File: src/rtl/fwd_pkg.sv
`timescale 1ns/1ps
package fwd_pkg;
  typedef enum logic [1:0] {
    SEL_RF  = 2'b00,
    SEL_WB  = 2'b01,
    SEL_MEM = 2'b10
  } fwd_sel_e;
endpackage

File: src/rtl/fwd_match.sv
`timescale 1ns/1ps
module fwd_match #(
  parameter int REG_W = 5
) (
  input  logic             we_i,
  input  logic [REG_W-1:0] dst_i,
  input  logic [REG_W-1:0] src_i,
  output logic             hit_o
);
  always_comb hit_o = we_i && (dst_i != '0) && (dst_i == src_i);
endmodule

File: src/rtl/fwd_operand_sel.sv
`timescale 1ns/1ps
module fwd_operand_sel
  import fwd_pkg::*;
#(
  parameter int REG_W = 5
) (
  input  logic [REG_W-1:0] src_i,
  input  logic             mem_we_i,
  input  logic [REG_W-1:0] mem_dst_i,
  input  logic             wb_we_i,
  input  logic [REG_W-1:0] wb_dst_i,
  output logic [1:0]       sel_o
);
  logic mem_hit, wb_hit;

  fwd_match #(.REG_W(REG_W)) u_mem (
    .we_i(mem_we_i), .dst_i(mem_dst_i), .src_i(src_i), .hit_o(mem_hit));
  fwd_match #(.REG_W(REG_W)) u_wb (
    .we_i(wb_we_i), .dst_i(wb_dst_i), .src_i(src_i), .hit_o(wb_hit));

  // newer producer has priority
  always_comb begin
    if (mem_hit)     sel_o = SEL_MEM;
    else if (wb_hit) sel_o = SEL_WB;
    else             sel_o = SEL_RF;
  end

  always_comb begin
    assert_sel_legal_R7: assert (sel_o != 2'b11) else $error("illegal select");
    if (mem_we_i && mem_dst_i != '0 && mem_dst_i == src_i) begin
      assert_mem_fwd_R1: assert (sel_o == 2'b10) else $error("missed mem forward");
    end
    if (sel_o == 2'b01) begin
      assert_wb_fwd_R3: assert (wb_we_i && wb_dst_i == src_i && wb_dst_i != '0)
        else $error("bad wb forward");
      assert_newer_wins_R4: assert (!(mem_we_i && mem_dst_i == src_i && mem_dst_i != '0))
        else $error("older result chosen");
    end
    if (src_i == '0) begin
      assert_no_zero_R5: assert (sel_o == 2'b00) else $error("r0 forwarded");
    end
    if (!mem_we_i && !wb_we_i) begin
      assert_we_gate_R6: assert (sel_o == 2'b00) else $error("forward without write");
    end
  end
endmodule

File: src/rtl/fwd_store_byp.sv
`timescale 1ns/1ps
module fwd_store_byp #(
  parameter int REG_W = 5
) (
  input  logic             wb_we_i,
  input  logic [REG_W-1:0] wb_dst_i,
  input  logic             st_we_i,
  input  logic [REG_W-1:0] st_src_i,
  output logic             byp_o
);
  logic hit;

  fwd_match #(.REG_W(REG_W)) u_cmp (
    .we_i(wb_we_i), .dst_i(wb_dst_i), .src_i(st_src_i), .hit_o(hit));

  always_comb byp_o = hit && st_we_i;

  always_comb begin
    if (byp_o) begin
      assert_st_byp_R8: assert (wb_we_i && st_we_i && wb_dst_i == st_src_i && st_src_i != '0)
        else $error("spurious store bypass");
    end
    if (!st_we_i || !wb_we_i || st_src_i == '0) begin
      assert_st_off_R9: assert (!byp_o) else $error("store bypass while disqualified");
    end
  end
endmodule

File: src/rtl/fwd_unit.sv
`timescale 1ns/1ps
module fwd_unit #(
  parameter int REG_W  = 5,
  localparam int N_OPS = 2
) (
  input  logic [REG_W-1:0] ex_src_a_i,
  input  logic [REG_W-1:0] ex_src_b_i,
  input  logic [REG_W-1:0] mem_rd_i,
  input  logic             mem_rf_we_i,
  input  logic             mem_dm_we_i,
  input  logic [REG_W-1:0] mem_st_src_i,
  input  logic [REG_W-1:0] wb_rd_i,
  input  logic             wb_rf_we_i,
  output logic [1:0]       fwd_a_o,
  output logic [1:0]       fwd_b_o,
  output logic             st_byp_o
);
  logic [REG_W-1:0] src [N_OPS];
  logic [1:0]       sel [N_OPS];

  always_comb begin
    src[0] = ex_src_a_i;
    src[1] = ex_src_b_i;
  end

  for (genvar g = 0; g < N_OPS; g++) begin : g_op
    fwd_operand_sel #(.REG_W(REG_W)) u_sel (
      .src_i    (src[g]),
      .mem_we_i (mem_rf_we_i),
      .mem_dst_i(mem_rd_i),
      .wb_we_i  (wb_rf_we_i),
      .wb_dst_i (wb_rd_i),
      .sel_o    (sel[g])
    );
  end

  assign fwd_a_o = sel[0];
  assign fwd_b_o = sel[1];

  fwd_store_byp #(.REG_W(REG_W)) u_st (
    .wb_we_i (wb_rf_we_i),
    .wb_dst_i(wb_rd_i),
    .st_we_i (mem_dm_we_i),
    .st_src_i(mem_st_src_i),
    .byp_o   (st_byp_o)
  );

  // operands are decided independently
  always_comb begin
    if (ex_src_a_i == ex_src_b_i) begin
      assert_ops_same_R2: assert (fwd_a_o == fwd_b_o) else $error("operands disagree");
    end
  end
endmodule

File: config.mk
export PLATFORM = sky130hd
export DESIGN_NAME = fwd_unit
export DESIGN_NICKNAME = d
export VERILOG_FILES = /design/src/rtl/fwd_pkg.sv /design/src/rtl/fwd_match.sv /design/src/rtl/fwd_operand_sel.sv /design/src/rtl/fwd_store_byp.sv /design/src/rtl/fwd_unit.sv
export SDC_FILE = /design/constraint.sdc
export NUM_CORES = 1
export LEC_CHECK = 0
export ABC_CLOCK_PERIOD_IN_PS = 1500
export CORE_AREA = 10 10 47 49
export DETAILED_ROUTE_END_ITERATION = 8
export DIE_AREA = 0 0 57 59
export DONT_BUFFER_PORTS = 1
export GPL_TIMING_DRIVEN = 0
export SETUP_SLACK_MARGIN = 0.3
export SYNTH_ARGS = -nofsm -noshare
export SYNTH_HDL_FRONTEND = slang
export SYNTH_SLANG_ARGS = --single-unit
File: constraint.sdc
create_clock -name vclk -period 1.5
set_input_delay 0.3 -clock vclk [all_inputs]
set_output_delay 0.3 -clock vclk [all_outputs]
set_load 0.03 [all_outputs]
# [After elaboration in Yosys (flattened, before gate mapping)]
# Cells that the tools add are included.
# W data, S select, Z words.
[totals] register_bits=0 in_bits=28 wordCells=19
[classes] n_eq_ne=5 muxes=4 reduce_logical=10
[ops] cell="$eq A5 B5 Y1" n=5
[ops] cell="$reduce_bool A5 Y1" n=2
[ops] cell="$logic_and A1 B1 Y1" n=8
[ops] cell="$mux W2" n=2
[ops] cell="$mux W1" n=2

# [Depth between registers and ports, before layout]
[logic_depth] depth_word=5 ltp_mapped=4 mapped_depth_nobuf=4

# [Cells and area by module]
# A second synthesis with hierarchy kept.
[hier_totals] hier_cells=55 hier_area_um2=430.4
[modules_own_cells] mod="fwd_match" instances=5 cells_per_inst=10 area_per_inst_um2=76.3 seq_area_each_um2=0.0
[modules_own_cells] mod="fwd_operand_sel" instances=2 cells_per_inst=2 area_per_inst_um2=21.3 seq_area_each_um2=0.0
[modules_own_cells] mod="fwd_store_byp" instances=1 cells_per_inst=1 area_per_inst_um2=6.3 seq_area_each_um2=0.0

# [Worst setup path before layout]
# No wires, ideal clock.
[synth_path] path_type="input -> output" startpoint="in mem_rd_i[4]" endpoint="out fwd_b_o[0]" arrival_time_ns=1.502 slack_ns=-0.302 stages=4 cell_sequence="or4_1 > o21ai_2 > nor4_1 > nor3_2"
[synth_between] elab_chain_cells=4 word_cells_on_any_way=5 classes_between="eq/ne (1); mux (1); reduce/logical (3)"
[synth_rtl] element="start, declared" line_no="fwd_unit.sv:8" rtl="input logic [REG_W-1:0] mem_rd_i,"
[synth_rtl] element="$reduce_bool A5 Y1"
[synth_rtl] element="$logic_and A1 B1 Y1"
[synth_rtl] element="$logic_and A1 B1 Y1 *"
[synth_rtl] element="named net g_op[1].u_sel.mem_hit" line_no="fwd_operand_sel.sv:14" rtl="logic mem_hit, wb_hit;"
[synth_rtl] element="$mux W2 *" line_no="fwd_operand_sel.sv:23" rtl="if (mem_hit) sel_o = SEL_MEM;"
[synth_rtl] element="end, declared" line_no="fwd_unit.sv:15" rtl="output logic [1:0] fwd_b_o,"
# The timed path passes the listed nets; every way through them passes the cells marked *.

# [Final worst setup path]
# Same ends and word-level chain as after synthesis.

==> results.cfg <==
[run_status]
run_status = finished, violations left
failing_checks = negative setup slack

[detailed_routing]
routed_wl_um = 1270
routed_length_per_instance_um = 21.2
detailedRoute.firstIterationViolations = 2
routed-via-count = 312
via_per_inst = 5.20
drt-pass1-iter-count = 2
detail_route.drc_violations = 0
antenna_violating_nets_post_route = 0

[worst_setup_path]
cp-start-kind = input port
critical_path_required_ns = 1.20
cp_max_fo = 3
critical_path_arrival_ns = 1.44
end_kind = output pin
criticalPathCategory = in -> out

[synthesis]
synth.cell_area_um2 = 344
number_of_different_library_cells_in_the_post_synthesis_netlist = 11
post_synth_inst_count = 44
synth_nets = 72
synth_seq_area_share_pct = 0
synth_warnings = 0
avgSynthCellArea_um2 = 7.82

[layout]
clock_buffer_count = 0
fillCellCount = 161
number_of_diodes = 0
multiInputGateArea_um2 = 397
post_route_cells_drive_above_1_share_pct = 25.0
stdcell_area_um2 = 435
final_net_count = 74
regArea_um2 = 0
synthToLayoutAreaGrowth_pct = 26.5
design.seq.count = 0

[die]
fp-row-count = 14
initial_core_util_pct = 24.6
coreArea_mm2 = 0.00140
die_h_um = 59
dieWidth_um = 57
boundary_pin_count = 33
fp.dieArea_mm2 = 0.00336

[timing]
grt_setup_unrepaired = true
setup_violations = 4
final-max-slew-violation-count = 0
maxClockFrequency_ghz = 0.574
timing.final.ws_setup_ns = -0.244
min_period_ns = 1.74
hold_viol = 0
maxSlewHeadroom_pct = 72.7
worst_slew_pin_slew_ns = 0.406
final_min_period_over_clock_period_pct = 116

[place]
hpwl_um = 1180
detailed_place.area_um2 = 412
numPortBuffers = 0
placement.setup.worst_slack_ns = -0.269
weighted_congestion_reported_at_the_end_of_routability_driven_placement = 0.695

[pwr]
power_per_cell_area_mw_per_mm2 = 223
irDropWorstVdd_mv = 0.0428
static_power_due_to_leakage_nw = 0.122

[global_routing]
grt_pass1_vias = 374
number_of_antenna_violations_at_the_first_check_in_global_routing = 0
grt_max_degree = 5
grt_use_total_pct = 6.97
gr-total-overflow = 0
grt_pass1_wl_um = 1960

[min_path]
hold_path_class = in -> out
min_path_cells = 2

[run]
maxCapViolations = 0

[clock_tree]
ctsHoldBuffers = 0
-- cells in the mapped netlist, drive strengths merged --
cell type,count,area [um^2]
nand2,1,3.75
xnor2,15,131
buf,2,15.0
nand4,1,6.26
nand3,4,20.0
nor3,5,35.0
nor4,2,12.5
or4,2,15.0
o21ai,2,17.5
xor2,10,87.6
-- worst paths after layout --
check / from / endpoint / slack, ns
min: mem_dm_we_i / st_byp_o / 0.77
max: mem_rd_i[4] / fwd_b_o[0] / -0.24
-- layer usage --
layer / share of wire, % / GRT usage [%] / wire length, um
met1: 31 / 6.32 / 393
met2: 54 / 14.4 / 689
met3: 15 / 3.22 / 189
met4: 0 / 0 / 0
met5: 0 / 0 / 0
-- cells in the final DEF, fill, tap and decap left out, drive strengths merged --
cell type / n
buf: 2
xnor2: 15
o21ai: 2
nand2: 1
or4: 2
nor3: 5
xor2: 10
nand4: 1
nor4: 2
nand3: 4
-- power by group --
group | switching, mW | internal (mW)
Clock | 0 | 0
Sequential | 0 | 0
Combinational | 0.0437 | 0.0533
Total | 0.0437 | 0.0533
-- timing repair --
item                       in CTS  in global routing
setup endpoints to repair       5                  5
gates resized for setup         3                  1
pin swaps                       1                  0
setup buffers                   0                  0
hold endpoints to repair        0                  0
-- worst max-delay path: stages --
cell and delay, ns:
sky130_fd_sc_hd__or4_4 0.53, sky130_fd_sc_hd__o21ai_4 0.21, sky130_fd_sc_hd__nor4_2 0.10, sky130_fd_sc_hd__nor3_4 0.30
-- cell type report --
type	instances	area share, %
Tap cell	16	4.60
Multi-Input combinational cell	42	91.1
Buffer	2	4.31
-- kinds of logic (layout without fill, tap and decap cells) --
logic type      after synthesis  count (layout)  synth area share [%]
compound gates                2               2                  5.09
simple gates                 15              15                  26.9
buf+inv                       2               2                  4.36
xor+xnor                     25              25                  63.6
-- stage by stage --
step	hold slack, ns	TNS, ns	power, mW	instances	util [%]
2_1_floorplan	0.754	-0.508	0.0833	44	-
3_3_place_gp	0.769	-0.735	0.0889	60	29.4
3_5_place_dp	0.772	-0.821	0.0931	60	29.4
4_1_cts	0.772	-0.739	0.0991	60	30.8
5_1_grt	0.780	-0.812	0.105	60	31.1
6_report	0.767	-0.674	0.0970	60	31.1
No activity file was read; power rests on OpenSTA's default activity.
